--- config.mk ---
export PLATFORM = sky130hd
export DESIGN_NAME = irq_level_ctrl
export DESIGN_NICKNAME = d
export VERILOG_FILES = /design/src/rtl/irq_level_ctrl.sv
export SDC_FILE = /design/constraint.sdc
export NUM_CORES = 1
export LEC_CHECK = 0
export ABC_AREA = 1
export BUFFER_PORTS_ARGS = -buffer_cell sky130_fd_sc_hd__clkbuf_2
export CORE_MARGIN = 2
export CORE_UTILIZATION = 38
export DETAILED_ROUTE_END_ITERATION = 7
export GPL_TIMING_DRIVEN = 0
export PLACE_DENSITY = 0.53
export REMOVE_ABC_BUFFERS = 1
export SLEW_MARGIN = 15
export SYNTH_ARGS = -nofsm -noshare
export SYNTH_HDL_FRONTEND = slang
export SYNTH_SLANG_ARGS = --single-unit
--- constraint.sdc ---
create_clock -name clk -period 36.5 [get_ports clk]
set_input_delay 0 -clock clk [delete_from_list [all_inputs] [get_ports clk]]
set_output_delay 0 -clock clk [all_outputs]
set_load 0.05 [all_outputs]
--- src/rtl/irq_level_ctrl.sv ---
module irq_level_ctrl #(
  parameter int NSRC  = 32,
  parameter int LVL_W = 4,
  parameter int DW    = 8,
  localparam int AW   = $clog2(NSRC + 4),
  localparam int IW   = (NSRC > 1) ? $clog2(NSRC) : 1
) (
  input  logic            clk,
  input  logic            rst_n,
  input  logic [NSRC-1:0] src_req,
  input  logic            wr_en,
  input  logic [AW-1:0]   addr,
  input  logic [DW-1:0]   wdata,
  output logic [DW-1:0]   rdata,
  output logic            irq_n
);
  localparam logic [AW-1:0] A_MASK = AW'(NSRC);
  localparam logic [AW-1:0] A_CUR  = AW'(NSRC + 1);
  localparam logic [AW-1:0] A_IDX  = AW'(NSRC + 2);
  localparam logic [AW-1:0] A_FLAG = AW'(NSRC + 3);

  logic [LVL_W-1:0] lvl_q [NSRC];
  logic [LVL_W-1:0] mask_q, cur_q, best_lvl;
  logic [IW-1:0]    idx_q, best_idx;
  logic             flag_q, any_elig, clr_wr;

  always_comb begin
    best_lvl = mask_q;
    best_idx = '0;
    for (int i = 0; i < NSRC; i++)
      if (src_req[i] && lvl_q[i] > best_lvl) begin
        best_lvl = lvl_q[i];
        best_idx = IW'(i);
      end
  end

  assign any_elig = (best_lvl != mask_q);
  assign clr_wr   = wr_en && addr == A_FLAG && !wdata[0];

  always_ff @(posedge clk or negedge rst_n) begin
    if (!rst_n) begin
      for (int i = 0; i < NSRC; i++) lvl_q[i] <= '0;
      mask_q <= '0;
    end else if (wr_en) begin
      if (addr < A_MASK) lvl_q[addr[IW-1:0]] <= wdata[LVL_W-1:0];
      else if (addr == A_MASK) mask_q <= wdata[LVL_W-1:0];
    end
  end

  always_ff @(posedge clk or negedge rst_n) begin
    if (!rst_n) begin
      flag_q <= 1'b0;
      cur_q  <= '0;
      idx_q  <= '0;
      irq_n  <= 1'b1;
    end else begin
      irq_n <= !flag_q;
      if (flag_q) begin
        if (clr_wr) flag_q <= 1'b0;
      end else if (any_elig) begin
        flag_q <= 1'b1;
        cur_q  <= best_lvl;
        idx_q  <= best_idx;
      end
    end
  end

  always_comb begin
    rdata = '0;
    if (addr < A_MASK)       rdata = DW'(lvl_q[addr[IW-1:0]]);
    else if (addr == A_MASK) rdata = DW'(mask_q);
    else if (addr == A_CUR)  rdata = DW'(cur_q);
    else if (addr == A_IDX)  rdata = DW'(idx_q);
    else if (addr == A_FLAG) rdata = DW'(flag_q);
  end

  p_freeze_r6: assert property (@(posedge clk) disable iff (!rst_n)
    flag_q && !clr_wr |=> flag_q && $stable(cur_q) && $stable(idx_q));
  p_strict_r3: assert property (@(posedge clk) disable iff (!rst_n)
    $rose(flag_q) |-> cur_q > $past(mask_q));
  p_irq_lag_r5: assert property (@(posedge clk) disable iff (!rst_n)
    $rose(flag_q) |=> $fell(irq_n));
  p_release_r7: assert property (@(posedge clk) disable iff (!rst_n)
    flag_q && clr_wr |=> !flag_q ##1 irq_n);
endmodule

======== Yosys cells after proc, flatten, opt, wreduce, memory -nomap -nowiden ========
Cells that the tools add are included.
operators by class
  muxes and demuxes ....................... 77
  reduce and logical (&&, ||, !) cells .... 40
  eq/ne operators ......................... 5
  magnitude comparators ................... 35
  bitwise logic cells ..................... 3
operator list
  operator                                                   number
  2-to-1 mux 5 bit                                           34
  2-to-1 mux 4 bit                                           35
  bitwise mux 128 bit                                        1
  greater-than comparator 4 bit                              32
  logical AND 1 bit                                          35
  equality test 6 bit (second input constant)                4
  binary-select mux 4 bit (select 5 bit)                     1
  demux 4 bit (select 5 bit)                                 1
  greater-or-equal comparator 6 bit (second input constant)  1
  < comparator 6 x 1 -> 1 bit (second input constant)        1
  < comparator 6 bit (second input constant)                 1
  NOT 5 -> 6 bit                                             1
  2-to-1 mux 1 bit                                           5
  != test 4 bit                                              1
  AND reduction 2 bit                                        2
  AND reduction 3 bit                                        1
  zero test 1 bit                                            2
  NOT 1 bit                                                  2
word-level totals
  output and inout bits ................... 9
  register bits ........................... 143

======== Logic depth before layout (Yosys ltp) ========
  word-level depth ........................ 99
  depth in mapped cells ................... 284
  depth with buffers taken out ............ 270

======== Worst setup path before layout ========
Ideal clock, no wire load.
  path type ............................... reg-to-reg
  start point ............................. register mask_q[3]
  end point ............................... register flag_q
  slack ................................... 5480 ps
  arrival time ............................ 30899 ps
  cell stages (with the launch flop) ...... 280
  period minus slack after synthesis ...... 31020 ps
  path buffers ............................ 14
  cells stage by stage .................... dfrtp_1 > inv_1 > ha_1 > nand2_1 > nor2_1 > nor2_2 > nand2_2 > nand2_1 > o21ai_0 > ha_1 > inv_1 > o21bai_1 > inv_2 > nand2_4 > nand2_4 > nor2_1 > a21oi_1 > ha_1 > (+244 left out) > nand2_8 > nand2_1 > nand2_1 > ha_1 > inv_1 > nor2_1 > o211ai_1 > nand2_1 > nand2_1 > inv_1 > nand2_1 > nand2_1 > nand2_1 > nand2_1 > nor2_2 > nand2_4 > nand2_8 > nand2_1
on the way
  cells in the longest elaborated chain, start to end .. 99
RTL lines
  element                        RTL line  RTL
  from (decl)                    23        logic [LVL_W-1:0] mask_q, cur_q, best_lvl;
  from (signal assigned)         46        else if (addr == A_MASK) mask_q <= wdata[LVL_W-1:0];
  greater-than comparator 4 bit  31        if (src_req[i] && lvl_q[i] > best_lvl) begin
  logical AND 1 bit              31
  2-to-1 mux 4 bit               31
  greater-than comparator 4 bit  31
  logical AND 1 bit              31
  2-to-1 mux 4 bit               31
  greater-than comparator 4 bit  31
  logical AND 1 bit              31
  (+83 left out)                 --
  logical AND 1 bit              31
  2-to-1 mux 4 bit               31
  greater-than comparator 4 bit  31
  logical AND 1 bit              31
  2-to-1 mux 4 bit               31
  != test 4 bit (*)              37        assign any_elig = (best_lvl != mask_q);
  2-to-1 mux 1 bit (*)           60        end else if (any_elig) begin
  2-to-1 mux 1 bit (*)           58        if (flag_q) begin
  to (signal assigned)           52        flag_q <= 1'b0;
  to (signal assigned)           59        if (clr_wr) flag_q <= 1'b0;
  to (signal assigned)           61        flag_q <= 1'b1;
  to (decl)                      25        logic flag_q, any_elig, clr_wr;
Mark *: on every way between the ends. The rest lies on a longest branch, timed or not.
A chain may end at the register's enable or synchronous reset.

======== Worst setup path after layout ========
  start point ............................. register mask_q[2]
  end point ............................... register cur_q[3]
on the way
  cells in the longest elaborated chain, start to end .. 98
RTL lines
  element                               RTL line  RTL
  greater-than comparator 4 bit         31
  logical AND 1 bit                     31
  2-to-1 mux 4 bit                      31
  greater-than comparator 4 bit         31
  logical AND 1 bit                     31
  2-to-1 mux 4 bit                      31
  greater-than comparator 4 bit         31
  logical AND 1 bit                     31
  (+82 left out)                        --
  greater-than comparator 4 bit         31
  logical AND 1 bit                     31
  2-to-1 mux 4 bit                      31
  greater-than comparator 4 bit         31
  logical AND 1 bit                     31
  2-to-1 mux 4 bit                      31
  != test 4 bit                         37
  AND reduction 2 bit (no source line)  --
  to (signal assigned)                  62        cur_q <= best_lvl;
  to (decl)                             23
Several ways; a longest one is shown, not always the timed one.

==> summary.md <==
| Metric | Value |
|---|---|
| Synth Instances | between 1500 and 2000 |
| Share of cells above drive strength 1 | 0.206 |
| Worst-path clk slew | approximately 0.06 ns |
| Post-synthesis mux area share | 0 |
| F_max | 29.9 MHz |
| Cell total after placement | approximately 2300 |
| Mean Syn Cell Area | 7.14 sq um |
| Largest area contributor in the netlist | dfrtp_1 |
| First-pass GRT wire length | 63100 um |
| Synth top area share | 0.271 |
| Layout fillers | approximately 3600 |
| TritonCTS clock tree | built |
| DR DRC count | 0 |
| Register-to-Register Path Depth | ~270 |
| Crit path max-delay cell type | dfrtp_2 |
| Slew headroom | 0.168 |
| Placed Area | 13800 sq um |
| Xor/xnor share of the synthesized area | 0 |
| Die Y | 190 um |
| Max-Cap Viols | 0 |
| Die area | 36000 sq um |
| Clk_lat worst skew | 0.44 ns |
| Critical path class | register to register |
| Worst hold path type | input port to register |
| Final instance area | around 15000 sq um |
| Setup ws final | 3.10 ns |
| CTS max path bufs | 2 |
| Synthesized flop and latch total | 143 |
| Clock Root Buffer | clkbuf_16 |
| Worst endpoint required time | 36.87 ns |
| Diode count | 0 |
| Htree depth | 4 |
| CTS buffer count | 17 |
| Wirelength per Cell | 16.6 um |
| Routed wl met3 | between 1000 and 1500 um |
| I/O pin count | 58 |
| Final Critical Period | between 30 and 40 ns |
| GRT overflow | 0 |
| Core ar. | 34300 sq um |
| Initial antenna violation count | 0 |
| Crit path DAT | 33.77 ns |
| Via count of the routed design | between 10000 and 15000 |
| Worst Setup EP | cur_q[3]$_DFFE_PN0P_ |
| Final HPWL DP | 29100 um |
| Vias in the first global route | 11663 |
| Port-buffer cells | 50 |
| Worst Path Max Fanout | 11 |
| Async set-reset flop share out of synthesis | 1.00 |
| Delay of the slowest cell on the worst path | 0.45 ns |
| Total GRT Usage | 0.223 |
| Synth Area in Compound Gates | 0.175 |
| Worst r2r src | mask_q[2]$_DFFE_PN0P_ |
| Met1 Routed Length | around 19000 um |
| Starting density of the core | 0.383 |
| Worst Setup Start Kind | register |
| Final setup violation count | 0 |
| Area grow syn2layout | 13.6% |
| Run status | completed |
| Largest family of logic cells by synthesized area | simple AND/OR/NAND/NOR gates |
| 1st-iter DRT viols | 905 |
| CP Launch Point | mask_q[2]$_DFFE_PN0P_ |
| RePlAce Congestion | around 0.85 |
| Flop-to-flop setup slack | 3.10 ns |
| Slew Limit Fails | 0 |
| Period utilization | 0.915 |
| Post-DRT Antenna Nets | 0 |
| Top FF cell, synth | dfrtp_1 |
| Met2 WL | 18900 um |
| # rows | 68 |
| Worst clock skew | 0.00962 ns |
| Synth area leaders | dfrtp_1, nand2_1, ha_1, o21ai_0, inv_1 |
| Mapped Area | 13100 sq um |
| Post-Layout Cell Count | between 2000 and 2500 |
| Vias per cell | 5.17 |
| Largest net degree at the start of global routing | 87 |
| Hold Vio Cnt, Final | 0 |
| Simple logic cell fraction of the synthesized area | 0.368 |
| Crit end category | register |
| Register area share after synthesis | 0.273 |
| DRT Wirelength | 39600 um |
| First-pass DRT Iterations | 8 |
| Syn. warnings | 0 |
| Most Frequent Cell on Critical Path | nand2_4 |
| Synth Area in Adders | 0.0896 |
| Die Width | 190 um |
| EDFF count, synth | 0 |
| # clock sinks | 143 |
| Top sig layer | met4 |
| Worst Tran Pin Value | between 1 and 1.5 ns |
| FF-to-FF End | cur_q[3]$_DFFE_PN0P_ |
| Setup WS pre-CTS | 1.12 ns |
| Layout Nets | 2061 |
| Most frequent cells in the layout | nand2_1, inv_1, o21ai_0, nand3_1, dfrtp_1 |
| Synth cell types | 42 |
| Commonest non-fill, non-tap cell in the layout | nand2_1 |
critical path, delay by kind of cell (launching register included):
| kind | cells | cell delay (ns) |
|---|---|---|
| simple gates | 132 | 13.30 |
| compound gates | 60 | 7.39 |
| fa+ha+maj | 32 | 9.87 |
| buf+inv | 41 | 2.17 |
| flops | 1 | 0.45 |
final cells by class:
type | count | area [sq um] | area share
Sequential cell | 143 | 3580 | 0.240
Timing Repair Buffer | 97 | 664 | 0.0446
Inverter | 258 | 971 | 0.0651
Tap cell | 455 | 569 | 0.0382
Clock inverter | 10 | 185 | 0.0124
Multi-Input combinational cell | 1401 | 8480 | 0.569
Clock buffer | 21 | 460 | 0.0309
synth_stat cells (2+ instances only):
cell	instances
nor2_4	24
nor2_1	33
a22oi_1	33
nor3_1	6
ha_1	94
a2111oi_0	2
o221ai_1	6
clkbuf_1	23
inv_2	6
nand2_8	2
a31oi_1	3
a21boi_0	5
inv_1	252
nand2_1	442
o22ai_1	20
a221oi_1	6
nand3_2	45
a21oi_1	10
nor2_2	36
dfrtp_1	142
buf_4	4
nand2_2	99
o21a_1	3
nand4_1	31
buf_6	14
nand3_1	157
or2_2	2
o21ai_0	233
nor2_8	2
nand2_4	32
o211ai_1	5
o21bai_1	56
layer usage:
layer,GRT usage,vias up
li1,-,6293
met1,0.309,5759
met2,0.377,235
met3,0.0238,34
met4,0.0453,0
met5,0,-
how the worst min path moves through the flow:
stage	from	to	slack (ns)	cells past startpoint
2_1_floorplan	rst_n	cur_q[0]$_DFFE_PN0P_	-0.30	0
3_3_place_gp	wr_en	flag_q$_DFF_PN0_	0.38	4
3_5_place_dp	rst_n	lvl_q[18]$_DFFE_PN0P_	0.03	1
4_1_cts	wdata[3]	lvl_q[91]$_DFFE_PN0P_	0.02	3
5_1_grt	wdata[3]	lvl_q[107]$_DFFE_PN0P_	0.05	3
6_report	wdata[3]	lvl_q[95]$_DFFE_PN0P_	0.02	3
registers in the layout, indices dropped and copies added (netlist names):
signal  cells
cur_q       4
flag_q      1
idx_q       5
irq_n       1
lvl_q     128
mask_q      4
repair_timing:
item | 4_1_cts | 5_1_grt
endpoints found under the setup margin | 0 | 10
endpoints found under the hold margin | 62 | 0
gates resized for setup | 0 | 70
hold buffers | 3 | 0
setup buffers | 0 | 41
cell families (layout without fill, tap and decap cells):
logic type / count (synthesis) / in the layout
and+or+nand+nor: 913 / 916
AOI/OAI and AO/OA: 388 / 388
buffers and inverters: 299 / 386
DFF: 143 / 143
adders and majority gates: 94 / 94
other: 1 / 3
stage by stage:
| stage | setup TNS (ns) | hold WS, ns | utilization |
|---|---|---|---|
| global route | -0.740 | 0.0499 | 0.435 |
| detailed placement | 0 | 0.0343 | 0.402 |
| CTS | 0 | 0.0175 | 0.421 |
| global placement | 0 | 0.383 | 0.399 |
| floorplan | 0 | -0.296 | - |
| finish | 0 | 0.0210 | 0.435 |
Power is left out: the tool's default activity adds up to more than one toggle a clock period on the data nets, which glitch-free logic cannot reach.
